**src/rtl/rcc_pkg.sv**
```systemverilog
package rcc_pkg;

    localparam int NCPU   = 4;
    localparam int NFATAL = 7;
    localparam int POR_CW = 18;
    localparam int XIR_CW = 6;

    // register addresses
    localparam logic [3:0] A_WDOG = 4'h0;
    localparam logic [3:0] A_QUI  = 4'h1;
    localparam logic [3:0] A_SPOR = 4'h2;
    localparam logic [3:0] A_SXIR = 4'h3;
    localparam logic [3:0] A_SYN  = 4'h4;
    localparam logic [3:0] A_PC0  = 4'h5;
    localparam logic [3:0] A_PC1  = 4'h6;
    localparam logic [3:0] A_PC2  = 4'h7;
    localparam logic [3:0] A_XC   = 4'h8;

    // POR cause bit positions
    localparam int PB_SYS  = 4;
    localparam int PB_JTAG = 5;
    localparam int PB_BTN  = 6;
    localparam int PB_PWR  = 7;
    localparam int PB_FE0  = 8;
    localparam int PB_SYN  = 15;
    localparam int PB_WDT  = 16;
    localparam int PB_RMON = 17;

    // XIR cause bit positions
    localparam int XB_JTAG = 4;
    localparam int XB_BTN  = 5;

    typedef struct packed {
        logic            sys;
        logic [NCPU-1:0] cpu;
    } rst_tgt_t;

    // which outputs a POR event drives: any source above the per-cpu bits is system-wide
    function automatic rst_tgt_t por_target(input logic [POR_CW-1:0] ev);
        rst_tgt_t t;
        t.sys = |ev[POR_CW-1:NCPU];
        t.cpu = t.sys ? {NCPU{1'b1}} : ev[NCPU-1:0];
        return t;
    endfunction

    function automatic logic [NCPU-1:0] xir_target(input logic [XIR_CW-1:0] ev);
        return (|ev[XIR_CW-1:NCPU]) ? {NCPU{1'b1}} : ev[NCPU-1:0];
    endfunction

    // power-up overrides every other cause bit
    function automatic logic [POR_CW-1:0] por_cause(input logic [POR_CW-1:0] ev);
        return ev[PB_PWR] ? (POR_CW'(1) << PB_PWR) : ev;
    endfunction

endpackage

```
**src/rtl/rcc_edge.sv**
```systemverilog
module rcc_edge #(
    parameter int W = 8
) (
    input  logic         clk,
    input  logic         rst,
    input  logic [W-1:0] lvl,
    output logic [W-1:0] rise
);
    logic [W-1:0] prev_q;

    always_ff @(posedge clk) begin
        if (rst) prev_q <= '0;
        else     prev_q <= lvl;
    end

    assign rise = lvl & ~prev_q;
endmodule

```
**src/rtl/rcc_pulse.sv**
```systemverilog
module rcc_pulse #(
    parameter int PULSE_W = 16,
    parameter int TW      = 5,
    parameter int CW      = 18
) (
    input  logic          clk,
    input  logic          rst,
    input  logic          req,
    input  logic [TW-1:0] tgt_in,
    input  logic [CW-1:0] cause_in,
    output logic          busy,
    output logic          start,
    output logic          last,
    output logic [TW-1:0] tgt_out,
    output logic [CW-1:0] cause_out
);
    localparam int CNT_W = $clog2(PULSE_W + 1);

    logic [CNT_W-1:0] cnt_q;
    logic [TW-1:0]    tgt_q;
    logic [CW-1:0]    cause_q;

    assign busy  = (cnt_q != '0);
    assign last  = (cnt_q == CNT_W'(1));
    assign start = req && !busy;

    always_ff @(posedge clk) begin
        if (rst) begin
            cnt_q   <= '0;
            tgt_q   <= '0;
            cause_q <= '0;
        end else if (start) begin
            cnt_q   <= CNT_W'(PULSE_W);
            tgt_q   <= tgt_in;
            cause_q <= cause_in;
        end else if (busy) begin
            cnt_q   <= cnt_q - CNT_W'(1);
        end
    end

    assign tgt_out   = busy ? tgt_q : '0;
    assign cause_out = cause_q;


    hold_chk: assert property (@(posedge clk) disable iff (rst)
        busy && !last |=> busy && $stable(cause_out) && $stable(tgt_out));


    launch_chk: assert property (@(posedge clk) disable iff (rst)
        start |=> busy && (tgt_out == $past(tgt_in)));


    end_chk: assert property (@(posedge clk) disable iff (rst)
        $fell(busy) |-> $past(last));
endmodule

```
**src/rtl/reset_cause_ctrl.sv**
```systemverilog
module reset_cause_ctrl
    import rcc_pkg::*;
#(
    parameter int PULSE_W = 16
) (
    input  logic              clk,
    input  logic              rst,
    input  logic              reg_we,
    input  logic [3:0]        reg_addr,
    input  logic [7:0]        reg_wdata,
    output logic [7:0]        reg_rdata,
    input  logic              wdog_i,
    input  logic              rst_btn_i,
    input  logic              xir_btn_i,
    input  logic              jtag_por_i,
    input  logic              jtag_xir_i,
    input  logic              pwr_up_i,
    input  logic [NFATAL-1:0] fatal_i,
    input  logic              rmon_i,
    output logic [NCPU-1:0]   por_o,
    output logic [NCPU-1:0]   xir_o,
    output logic              sys_rst_o
);
    // edge-detector lane map
    localparam int L_JX = 0;
    localparam int L_XB = 1;
    localparam int L_FE = 2;
    localparam int L_JP = L_FE + NFATAL;
    localparam int L_RB = L_JP + 1;
    localparam int L_PU = L_RB + 1;
    localparam int L_WD = L_PU + 1;
    localparam int L_RM = L_WD + 1;
    localparam int L_SY = L_RM + 1;
    localparam int LW   = L_SY + 1;
    localparam int TW   = NCPU + 1;

    // configuration state
    logic            wd_pol_q;
    logic [7:0]      qui_q;
    logic            syn_arm_q, syn_load_q;
    logic [TW-1:0]   spor_q;
    logic [NCPU-1:0] sxir_q;

    // edges
    logic [LW-1:0]     lvl, rise;
    logic [NFATAL-1:0] fat_ok;
    logic [NCPU-1:0]   qmask;

    assign lvl   = {syn_arm_q & syn_load_q, rmon_i, wdog_i, pwr_up_i, rst_btn_i,
                    jtag_por_i, fatal_i, xir_btn_i, jtag_xir_i};
    assign qmask = qui_q[7:4];

    rcc_edge #(.W(LW)) u_edge (.clk(clk), .rst(rst), .lvl(lvl), .rise(rise));

    for (genvar g = 0; g < NFATAL; g++) begin : g_fat
        if (g < NCPU) begin : g_maskable
            assign fat_ok[g] = rise[L_FE+g] & ~qmask[g];
        end else begin : g_fixed
            assign fat_ok[g] = rise[L_FE+g];
        end
    end

    // event vectors
    logic              wr_spor, wr_sxir;
    logic [POR_CW-1:0] por_ev;
    logic [XIR_CW-1:0] xir_ev;
    rst_tgt_t          por_tin, por_tgt;
    logic [TW-1:0]     por_tout;
    logic [POR_CW-1:0] por_cause_q;
    logic [XIR_CW-1:0] xir_cause_q;
    logic              por_busy, por_start, por_last;
    logic              xir_busy, xir_start, xir_last;

    assign wr_spor = reg_we && (reg_addr == A_SPOR);
    assign wr_sxir = reg_we && (reg_addr == A_SXIR);

    always_comb begin
        por_ev = '0;
        if (wr_spor) por_ev[PB_SYS:0] = reg_wdata[PB_SYS:0];
        por_ev[PB_JTAG]                 = rise[L_JP];
        por_ev[PB_BTN]                  = rise[L_RB];
        por_ev[PB_PWR]                  = rise[L_PU];
        por_ev[PB_FE0 +: NFATAL]        = fat_ok;
        por_ev[PB_SYN]                  = rise[L_SY];
        por_ev[PB_WDT]                  = rise[L_WD] & wd_pol_q;
        por_ev[PB_RMON]                 = rise[L_RM];

        xir_ev = '0;
        if (wr_sxir) xir_ev[NCPU-1:0] = reg_wdata[NCPU-1:0];
        xir_ev[XB_JTAG] = rise[L_JX];
        xir_ev[XB_BTN]  = rise[L_XB];
    end

    assign por_tin = por_target(por_ev);

    rcc_pulse #(.PULSE_W(PULSE_W), .TW(TW), .CW(POR_CW)) u_por (
        .clk(clk), .rst(rst), .req(|por_ev), .tgt_in(por_tin),
        .cause_in(por_cause(por_ev)), .busy(por_busy), .start(por_start),
        .last(por_last), .tgt_out(por_tout), .cause_out(por_cause_q));

    rcc_pulse #(.PULSE_W(PULSE_W), .TW(NCPU), .CW(XIR_CW)) u_xir (
        .clk(clk), .rst(rst), .req(|xir_ev), .tgt_in(xir_target(xir_ev)),
        .cause_in(xir_ev), .busy(xir_busy), .start(xir_start),
        .last(xir_last), .tgt_out(xir_o), .cause_out(xir_cause_q));

    assign por_tgt   = por_tout;
    assign por_o     = por_tgt.cpu;
    assign sys_rst_o = por_tgt.sys;

    // register state
    always_ff @(posedge clk) begin
        if (rst) begin
            wd_pol_q   <= 1'b0;
            qui_q      <= '0;
            syn_arm_q  <= 1'b0;
            syn_load_q <= 1'b0;
            spor_q     <= '0;
            sxir_q     <= '0;
        end else begin
            if (reg_we && reg_addr == A_WDOG) wd_pol_q <= reg_wdata[0];
            if (reg_we && reg_addr == A_QUI)  qui_q    <= reg_wdata;
            if (reg_we && reg_addr == A_SYN) begin
                syn_arm_q  <= reg_wdata[7];
                syn_load_q <= reg_wdata[0];
            end
            if (por_start)     spor_q <= wr_spor ? reg_wdata[TW-1:0] : '0;
            else if (por_last) spor_q <= '0;
            if (xir_start)     sxir_q <= wr_sxir ? reg_wdata[NCPU-1:0] : '0;
            else if (xir_last) sxir_q <= '0;
        end
    end

    // read mux
    always_comb begin
        case (reg_addr)
            A_WDOG:  reg_rdata = {7'd0, wd_pol_q};
            A_QUI:   reg_rdata = qui_q;
            A_SPOR:  reg_rdata = 8'(spor_q);
            A_SXIR:  reg_rdata = 8'(sxir_q);
            A_SYN:   reg_rdata = {syn_arm_q, 6'd0, syn_load_q};
            A_PC0:   reg_rdata = por_cause_q[7:0];
            A_PC1:   reg_rdata = por_cause_q[15:8];
            A_PC2:   reg_rdata = 8'(por_cause_q[POR_CW-1:16]);
            A_XC:    reg_rdata = 8'(xir_cause_q);
            default: reg_rdata = 8'd0;
        endcase
    end


    sys_all_chk: assert property (@(posedge clk) disable iff (rst)
        sys_rst_o |-> (&por_o));


    wdog_ignore_chk: assert property (@(posedge clk) disable iff (rst)
        !por_busy && rise[L_WD] && !wd_pol_q && (por_ev == '0) |=> !sys_rst_o);


    fatal_mask_chk: assert property (@(posedge clk) disable iff (rst)
        !por_busy && (|(rise[L_FE +: NCPU] & qmask))
        |=> ((por_cause_q[PB_FE0 +: NCPU] & $past(qmask)) == '0));


    pwrup_chk: assert property (@(posedge clk) disable iff (rst)
        !por_busy && rise[L_PU] |=> sys_rst_o && (por_cause_q == (POR_CW'(1) << PB_PWR)));


    xir_idle_chk: assert property (@(posedge clk) disable iff (rst)
        !xir_busy |-> (xir_o == '0));
endmodule

```
**config.mk**
```make
export PLATFORM = sky130hd
export DESIGN_NAME = reset_cause_ctrl
export DESIGN_NICKNAME = d
export VERILOG_FILES = /design/src/rtl/rcc_pkg.sv /design/src/rtl/rcc_edge.sv /design/src/rtl/rcc_pulse.sv /design/src/rtl/reset_cause_ctrl.sv
export SDC_FILE = /design/constraint.sdc
export NUM_CORES = 1
export LEC_CHECK = 0
export ABC_AREA = 1
export BUFFER_PORTS_ARGS = -buffer_cell sky130_fd_sc_hd__clkbuf_2
export CORE_MARGIN = 2
export CORE_UTILIZATION = 50
export CTS_CLUSTER_DIAMETER = 100
export DETAILED_ROUTE_END_ITERATION = 12
export PLACE_DENSITY = 0.77
export RECOVER_POWER = 25
export SYNTH_ARGS = -nofsm -noshare
export SYNTH_HDL_FRONTEND = slang
export SYNTH_SLANG_ARGS = --single-unit
export TNS_END_PERCENT = 1
```
**constraint.sdc**
```tcl
create_clock -name clk -period 2.3 [get_ports clk]
set_input_delay 0.23 -clock clk [delete_from_list [all_inputs] [get_ports clk]]
set_output_delay 0.23 -clock clk [all_outputs]
set_load 0.005 [all_outputs]
```
==> results_dict.tcl, run 1 <==
set metrics [dict create \
    port_buffers 45 \
    yosys.area.top_type "dfxtp_1" \
    cpPeakStageDelay_ns 0.36 \
    syn_inst 502 \
    die_area_mm2 0.00803 \
    clock.fmax_ghz 0.506 \
    power_density_mw_per_mm2 1070 \
    worstMarginPinSlew_ns 1.07 \
    status "completed" \
    yosys_warnings 0 \
    final-max-slew-violation-count 0 \
    antenna_found_initial 0 \
    diodes 0 \
    p_sw_mw 1.64 \
    cp-start-kind "register" \
    clock_latency_ns 0.35 \
    place_congestion 0.894 \
    rsz0062_at_grt "no" \
    path_cells "inv_1 > ha_1 > nand2_1 > nor2_1 > buf_4 > inv_1 > nand2_1 > inv_1 > clkbuf_2" \
    grt_max_degree 37 \
    critPathMaxFanout 11 \
    ff_latch_area_mm2 0.00156 \
    post_cts_buffers 0 \
    htree_levels 3 \
    drt-pass1-iter-count 5 \
    pwr-share-seq_pct 38.0 \
    synthTopCellsByCount "nand2_1, dfxtp_1, inv_1, nor2_1, nand3_1" \
    drv_cap 0 \
    finalCriticalPeriod_ns 1.98 \
    crit_path_start "u_por.cnt_q[0]" \
    die_x_um 89.6 \
    cts_hold_buffers 0 \
    criticalPathCategory "register to output port" \
    synthArstFlopShare_pct 0 \
    synthFlopType "dfxtp_1" \
    first_global_vias 3157 \
    layout-drive-gt1-share_pct 17.1 \
    yosysSeqAreaShare_pct 42.6 \
    post_cts_resized 0 \
    grt_use_total_pct 23.5 \
    wl_um 8410 \
    synth.distinct_cells 41 \
    end_kind "output port" \
    final_area_mm2 0.00416 \
    holdPathStages 3 \
    fin_nets 580 \
    r2r-start "u_por.cnt_q[0]" \
    clock_path_buffers 2 \
    yosysMostFrequentCell "nand2_1" \
    relSlewSlack_pct 28.2 \
    worstPathRequired_ns 2.07 \
    synth-edff-count 0 \
    cts_tree "built" \
    drt_iter0_drc 233 \
    hold_viol_final 0 \
    vias 3327 \
    finalPower_mw 4.45 \
    multi_input_area_mm2 0.00173 \
    worst_ep_arrival_time_ns 1.75 \
    syn-cell-area_mm2 0.00366 \
    place_area_mm2 0.00394 \
    final_min_period_over_clock_period_pct 85.9 \
    die_y_um 89.6 \
    initial_core_util_pct 51.1 \
    pwr-share-comb_pct 35.3 \
    row_count 31 \
    power.internal_mw 2.81 \
    peakVddDrop_v 0.000593 \
    numCtsBuffers 9 \
    core_area_mm2 0.00718 \
    crit_path_frequent_cell "inv_1" \
    nFillCells 706 \
    grt_pass1_wl_um 14400 \
    clkPwrFrac_pct 26.7 \
    routedWlPerCell_um 13.0 \
    dp_hpwl_um 6140 \
    clkSlewWorstSetupHoldPaths_ns 0.08 \
    syn-num-nets 536 \
    ios 46 \
    min_path_type "input port to register" \
    setup-violations-final 0 \
    synth.area.top_cells "dfxtp_1, nand2_1, inv_1" \
    swShare_pct 36.8 \
    fin_setup_tns_ns 0 \
    ys_seq_elements 78 \
    clock-sinks 78 \
    synth_top_cell_area_share_pct 42.6 \
    via_per_inst 5.13 \
    syn2layout_area_growth_pct 13.5 \
    hold_path_startpoint "xir_btn_i" \
    reg2regPathDepth 10 \
    p_leak_nw 2.00 \
    cts_root_buffer "clkbuf_8" \
    cpMaxStageDelayCell "dfxtp_1" \
    drc_errors 0 \
    syn_avg_cell_area_um2 7.30 \
    detail-route-antenna-nets 0 \
    skew_ns 0.00578 \
    grt_overflow 0 \
]
[stage by stage]
stage	std cells	hold slack, ns	utilization [%]	setup slack, ns
floorplan	502	0.337	-	0.661
global placement	634	0.432	54.9	0.472
detailed placement	634	0.432	54.9	0.408
CTS	648	0.0663	58.0	0.305
global route	648	0.0791	58.0	0.120
finish	648	0.0728	58.0	0.325
[sequential cells by signal, summed over array words and instances (netlist names)]
name,flops
syn_load_q,1
u_edge.prev_q,15
qui_q,8
u_por.cause_out,18
sxir_q,4
u_xir.cnt_q,5
u_por.tgt_q,5
spor_q,5
u_xir.tgt_q,4
u_por.cnt_q,5
syn_arm_q,1
wd_pol_q,1
u_xir.cause_out,6
[path summary, 6_finish.rpt]
check	to	slack (ns)
max	por_o[3]	0.32
min	u_edge.prev_q[1]	0.07
max reg2reg	u_por.cause_out[16]	0.54
min reg2reg	u_por.cause_out[14]	0.45
[power by group through the flow]
stage	Clock [mW]	Sequential [mW]	Combinational [mW]
2_1_floorplan	0	1.69	1.34
3_3_place_gp	0	1.71	1.54
3_5_place_dp	0	1.72	1.58
4_1_cts	1.21	1.69	1.59
5_1_grt	1.27	1.72	1.81
6_report	1.19	1.69	1.57
[cell type report]
class | instances | share of cell area [%]
multi-input combinational | 335 | 41.6
sequential | 78 | 37.5
inverter | 75 | 6.83
timing repair buffer | 47 | 5.68
clock buffer | 10 | 3.07
tap | 99 | 2.98
clock inverter | 4 | 2.35
[worst max-delay path: cells and delay by family (launching register included)]
kind | cells | cell delay (ns)
and+or+nand+nor | 3 | 0.20
DFF | 1 | 0.36
adders and majority gates | 1 | 0.24
buffers and inverters | 5 | 0.59
[logic make-up (layout without fill, tap and decap cells)]
kind of cell	after synthesis	count (layout)	synth area share (%)
and+or+nand+nor	254	254	33.0
DFF	78	78	42.6
adders and majority gates	5	5	1.71
AOI/OAI and AO/OA	73	73	11.8
xor gates and xnor gates	3	3	0.717
buffers and inverters	89	136	10.2
[per-layer routing]
metal	vias up	wire length, um	track usage (%)
met5	-	0	0
met4	0	110	6.38
met3	11	496	5.94
met2	80	4150	41.0
met1	1541	3660	28.6
li1	1695	-	-
[layout by cell type (no fill, tap or decap), types with 2 or more instances in the layout]
cell type    n
a21oi_1     28
a21oi_2      3
a221oi_1     6
buf_4        2
bufinv_16    3
clkbuf_1     4
clkbuf_2    42
clkbuf_8     9
dfxtp_1     78
ha_1         5
inv_1       72
nand2_1    114
nand2_2      9
nand2_4      5
nand3_1     38
nand3b_1     2
nand4_1     10
nor2_1      52
nor2_2       4
nor2_4       4
nor3_1       6
o2111ai_1    3
o211ai_1     2
o21ai_0     18
o21ai_1      7
o22ai_1      3
or2_2        5
xnor2_1      2
Power figures use the tool's default switching activity.
==> run 2: changes to the inputs <==
--- a/config.mk
+++ b/config.mk
@@ -5,7 +5,6 @@
 export SDC_FILE = /design/constraint.sdc
 export NUM_CORES = 1
 export LEC_CHECK = 0
-export ABC_AREA = 1
 export BUFFER_PORTS_ARGS = -buffer_cell sky130_fd_sc_hd__clkbuf_2
 export CORE_MARGIN = 2
 export CORE_UTILIZATION = 50
==> results_dict.tcl, run 2 <==
set metrics [dict create \
    cp-start-kind "register" \
    power_density_mw_per_mm2 983 \
    grt_overflow 0 \
    initial_core_util_pct 51.6 \
    yosysMostFrequentCell "dfxtp_1" \
    final-max-slew-violation-count 0 \
    fin_setup_tns_ns 0 \
    synthTopCellsByCount "dfxtp_1, nand2_1, nor2b_1, nand2b_1, nor2_1" \
    worstMarginPinSlew_ns 1.16 \
    worstPathRequired_ns 2.58 \
    peakVddDrop_v 0.000465 \
    skew_ns 0.00481 \
    finalCriticalPeriod_ns 2.09 \
    row_count 31 \
    cts_hold_buffers 0 \
    pre_cts_ws_ns 0.198 \
    die_x_um 90.5 \
    synth-edff-count 0 \
    yosys.area.top_type "dfxtp_1" \
    hold_path_startpoint "reg_wdata[6]" \
    final_common_cell "dfxtp_1" \
    first_global_vias 3084 \
    yosysSeqAreaShare_pct 41.7 \
    place_congestion 0.933 \
    layout_common_cells "dfxtp_1, nand2_1, clkbuf_2, nor2b_1" \
    r2r-start "wd_pol_q" \
    critPathMaxFanout 7 \
    numCtsBuffers 9 \
    syn-cell-area_mm2 0.00374 \
    final_min_period_over_clock_period_pct 90.8 \
    rsz0062_at_grt "no" \
    grt_max_degree 28 \
    endpoint "u_por.cause_out[2]" \
    core_area_mm2 0.00725 \
    fin_hold_ws_ns 0.109 \
    drv_cap 0 \
    layout-drive-gt1-share_pct 20.5 \
    syn-num-nets 456 \
    synth.area.top_cells "dfxtp_1, mux2i_1, nand2_1" \
    htree_levels 3 \
    routedWlPerCell_um 16.3 \
    ios 46 \
    synth_top_cell_area_share_pct 41.7 \
    r2r_end "u_por.cause_out[2]" \
    hold_viol_final 0 \
    setup-violations-final 0 \
    vias 3228 \
    rrSetupSlack_ns 0.21 \
    end_kind "register" \
    grt_pass1_wl_um 15400 \
    drt_iter0_drc 278 \
    largest_reg_flops 18 \
    fin_nets 507 \
    cts_root_buffer "clkbuf_8" \
    ys_seq_elements 78 \
    path_cells "and3b_1 > nor4_1 > nand3_1 > o31ai_4 > buf_4 > mux2i_1" \
    die_area_mm2 0.00820 \
    criticalPathCategory "register to register" \
    diodes 0 \
    fin_ws_ns 0.211 \
    antenna_found_initial 0 \
    via_per_inst 5.60 \
    drt-pass1-iter-count 6 \
    clock_latency_ns 0.34 \
    detail-route-antenna-nets 0 \
    crit_path_start "wd_pol_q" \
    clock_path_buffers 2 \
    cts_tree "built" \
    min_path_type "input port to register" \
    synthFlopType "dfxtp_1" \
    syn_inst 422 \
    clkSlewWorstSetupHoldPaths_ns 0.08 \
    dpl.cell_count 561 \
    cpMaxStageDelayCell "o31ai_4" \
    p_leak_nw 1.72 \
    clock-sinks 78 \
    clock.fmax_ghz 0.479 \
    drc_errors 0 \
    syn_avg_cell_area_um2 8.87 \
    fin_cells 576 \
    synthArstFlopShare_pct 0 \
    relSlewSlack_pct 22.7 \
    final_util_pct 59.4 \
    wl_um 9370 \
    grt_use_total_pct 23.6 \
    status "completed" \
    cpPeakStageDelay_ns 0.46 \
    dp_hpwl_um 6850 \
    post_cts_resized 0 \
    die_y_um 90.5 \
    worst_ep_arrival_time_ns 2.37 \
    synth.distinct_cells 52 \
    yosys_warnings 0 \
    port_buffers 45 \
    reg2regPathDepth 6 \
    syn2layout_area_growth_pct 15.0 \
]
run 2: kinds of logic (layout without fill, tap and decap cells):
group | after synthesis | count (layout) | synth area share, %
AO/OA/AOI/OAI | 72 | 72 | 13.6
XOR/XNOR | 5 | 5 | 1.17
adder cells (fa/ha/maj) | 5 | 5 | 1.67
buffers and inverters | 32 | 87 | 4.31
flip-flops | 78 | 78 | 41.7
multiplexers | 34 | 34 | 9.52
AND/OR/NAND/NOR | 196 | 196 | 28.1
run 2: worst min-delay path by stage:
stage	end	depth (start not counted)	slack [ns]
finish	qui_q[6]	3	0.11
global route	qui_q[6]	3	0.11
CTS	u_edge.prev_q[13]	2	0.10
detailed placement	u_xir.tgt_q[1]	2	0.44
global placement	u_xir.cause_out[2]	2	0.44
floorplan	u_xir.cause_out[2]	2	0.34
run 2: cell type report:
cell class,instances,area (um^2)
fillers,648,2950
multi-input cells,312,2040
flip-flops and latches,78,1560
repair buffers,66,370
clock buffers,10,138
well taps,99,124
clock inverters,5,50.0
inverters,6,22.5
run 2: what timing repair did:
action                                  CTS  global route
buffers inserted                          0             0
hold endpoints to repair                  0             0
endpoints found under the setup margin    0             2
run 2: report_power, final:
part,switching [mW],internal (mW)
clock network,0.486,0.518
logic,0.816,0.694
registers,0.152,1.57
run 2: worst max-delay path, delay by kind of cell (launching register included):
kind	cells	cell delay, ns
buffers and inverters	1	0.29
AO/OA/AOI/OAI	1	0.46
flip-flops	1	0.33
AND/OR/NAND/NOR	3	0.74
multiplexers	1	0.20
run 2: per-layer routing:
layer / GRT usage (%) / vias to the layer above / wire length [um]
met5: 0 / - / 0
met4: 10.8 / 0 / 272
met3: 4.59 / 21 / 692
met2: 36.3 / 136 / 4230
met1: 32.1 / 1495 / 4170
li1: - / 1576 / -
run 2: metrics by stage:
step	instance area [um^2]	power, mW
after floorplan	3740	2.84
after global placement	4130	3.20
after detailed placement	4130	3.24
after CTS	4320	4.25
after global routing	4310	4.47
final	4310	4.23
==> run 3: changes to the inputs <==
--- a/config.mk
+++ b/config.mk
@@ -12,6 +12,7 @@
 export DETAILED_ROUTE_END_ITERATION = 12
 export PLACE_DENSITY = 0.77
 export RECOVER_POWER = 25
+export REMOVE_ABC_BUFFERS = 1
 export SYNTH_ARGS = -nofsm -noshare
 export SYNTH_HDL_FRONTEND = slang
 export SYNTH_SLANG_ARGS = --single-unit
==> results_dict.tcl, run 3 (synthesis gave the netlist of run 2 again) <==
set metrics [dict create \
    r2r-start "wd_pol_q" \
    finalCriticalPeriod_ns 2.16 \
    rrSetupSlack_ns 0.14 \
    rsz0062_at_grt "no" \
    clkSlewWorstSetupHoldPaths_ns 0.08 \
    power_density_mw_per_mm2 1020 \
    setup-violations-final 0 \
    via_per_inst 5.72 \
    grt_max_degree 41 \
    layout_common_cells "dfxtp_1, nand2_1, clkbuf_2, nor2b_1" \
    port_buffers 45 \
    hold_end "u_edge.prev_q[9]" \
    peakVddDrop_v 0.000558 \
    die_y_um 90.5 \
    relSlewSlack_pct 23.8 \
    final_util_pct 59.9 \
    syn2layout_area_growth_pct 16.0 \
    nFillCells 658 \
    skew_ns 0.00812 \
    drc_errors 0 \
    largest_reg_flops 18 \
    criticalPathCategory "register to register" \
    final_min_period_over_clock_period_pct 94.0 \
    worst_ep_arrival_time_ns 2.43 \
    cpMaxStageDelayCell "o31ai_4" \
    cts_root_buffer "clkbuf_8" \
    initial_core_util_pct 51.6 \
    drt-pass1-iter-count 5 \
    final-max-slew-violation-count 0 \
    min_path_type "input port to register" \
    core_area_mm2 0.00725 \
    end_kind "register" \
    die_area_mm2 0.00820 \
    clock.fmax_ghz 0.463 \
    status "completed" \
    wl_um 9280 \
    worstMarginPinSlew_ns 1.14 \
    grt_use_total_pct 23.2 \
    routedWlPerCell_um 16.1 \
    post_cts_buffers 0 \
    drv_cap 0 \
    hold_viol_final 0 \
    finalPower_mw 4.42 \
    hold_path_startpoint "jtag_por_i" \
    place_area_mm2 0.00412 \
    first_global_vias 3093 \
    r2r_end "u_por.cause_out[11]" \
    cts_tree "built" \
    clock-sinks 78 \
    fin_nets 506 \
    diodes 0 \
    numCtsBuffers 9 \
    dp_hpwl_um 6680 \
    antenna_found_initial 0 \
    reg2regPathDepth 6 \
    clock_latency_ns 0.35 \
    critPathMaxFanout 14 \
    grt_pass1_wl_um 15100 \
    drt_iter0_drc 246 \
    die_x_um 90.5 \
    p_leak_nw 1.73 \
    final_area_mm2 0.00434 \
    worstPathRequired_ns 2.56 \
    cpPeakStageDelay_ns 0.39 \
    row_count 31 \
    ios 46 \
    layout-drive-gt1-share_pct 20.6 \
    place_congestion 0.900 \
    detail-route-antenna-nets 0 \
    path_cells "and3b_1 > nor4_1 > nand3_1 > o31ai_4 > buf_6 > mux2i_1" \
    cp-start-kind "register" \
    final_common_cell "dfxtp_1" \
    htree_levels 3 \
    clock_path_buffers 2 \
    vias 3290 \
    grt_overflow 0 \
    holdPathStages 2 \
    fin_setup_tns_ns 0 \
]
run 3: cell types whose count changed in the layout (fill, tap and decap cells not counted):
cell | previous run | this run
clkbuf_1 | 4 | 3
bufinv_16 | 1 | 2
clkinvlp_4 | 0 | 1
buf_6 | 0 | 1
buf_4 | 18 | 17
and2_1 | 7 | 8
clkbuf_8 | 10 | 11
and2_0 | 1 | 0
clkbuf_2 | 44 | 45
clkinv_2 | 4 | 0
run 3: how the worst max path moves through the flow:
stage	endpoint	slack, ns	from	cells after the start
floorplan	u_por.cause_out[13]	-1.07	u_por.cnt_q[0]	6
global placement	spor_q[4]	0.14	reg_addr[2]	6
detailed placement	u_por.cause_out[4]	0.12	wdog_i	7
CTS	u_por.cause_out[4]	0.06	wd_pol_q	6
global route	u_por.cause_out[11]	0.02	wd_pol_q	6
finish	u_por.cause_out[11]	0.14	wd_pol_q	6
run 3: critical path: cells and delay by family (launching register included):
kind,cells,cell delay [ns]
AND/OR/NAND/NOR,3,0.84
buffers and inverters,1,0.27
multiplexers,1,0.25
AO/OA/AOI/OAI,1,0.39
flip-flops,1,0.32
run 3: what timing repair did:
item | 4_1_cts | 5_1_grt
gates resized for setup | 0 | 2
setup endpoints to repair | 0 | 14
hold endpoints to repair | 0 | 0
hold buffers | 0 | 0
run 3: stage by stage:
step                setup WS [ns]  std cells  hold slack [ns]
floorplan                   -1.07        396            0.294
global placement            0.141        560            0.433
detailed placement          0.118        560            0.441
CTS                        0.0566        575            0.101
global route               0.0175        575            0.114
finish                      0.139        575            0.107
run 3: layer usage:
metal | up-vias | wire [um] | global-route usage (%)
met3 | 23 | 687 | 4.59
met4 | 0 | 253 | 11.4
met2 | 155 | 4230 | 36.0
met5 | - | 0 | 0
li1 | 1574 | - | -
met1 | 1538 | 4110 | 30.9
run 3: final cells by class:
type | instances | area [um^2] | share of cell area (%)
flip-flops and latches | 78 | 1560 | 35.9
well taps | 99 | 124 | 2.85
inverters | 6 | 22.5 | 0.518
clock buffers | 12 | 155 | 3.57
clock inverters | 3 | 67.6 | 1.56
repair buffers | 65 | 372 | 8.55
multi-input cells | 312 | 2040 | 47.0
run 3: report_power, final:
group | switching [mW] | leakage (nW) | internal (mW)
Combinational | 0.804 | 0.983 | 0.728
Sequential | 0.163 | 0.638 | 1.57
Clock | 0.489 | 0.109 | 0.666
Total | 1.46 | 1.73 | 2.96
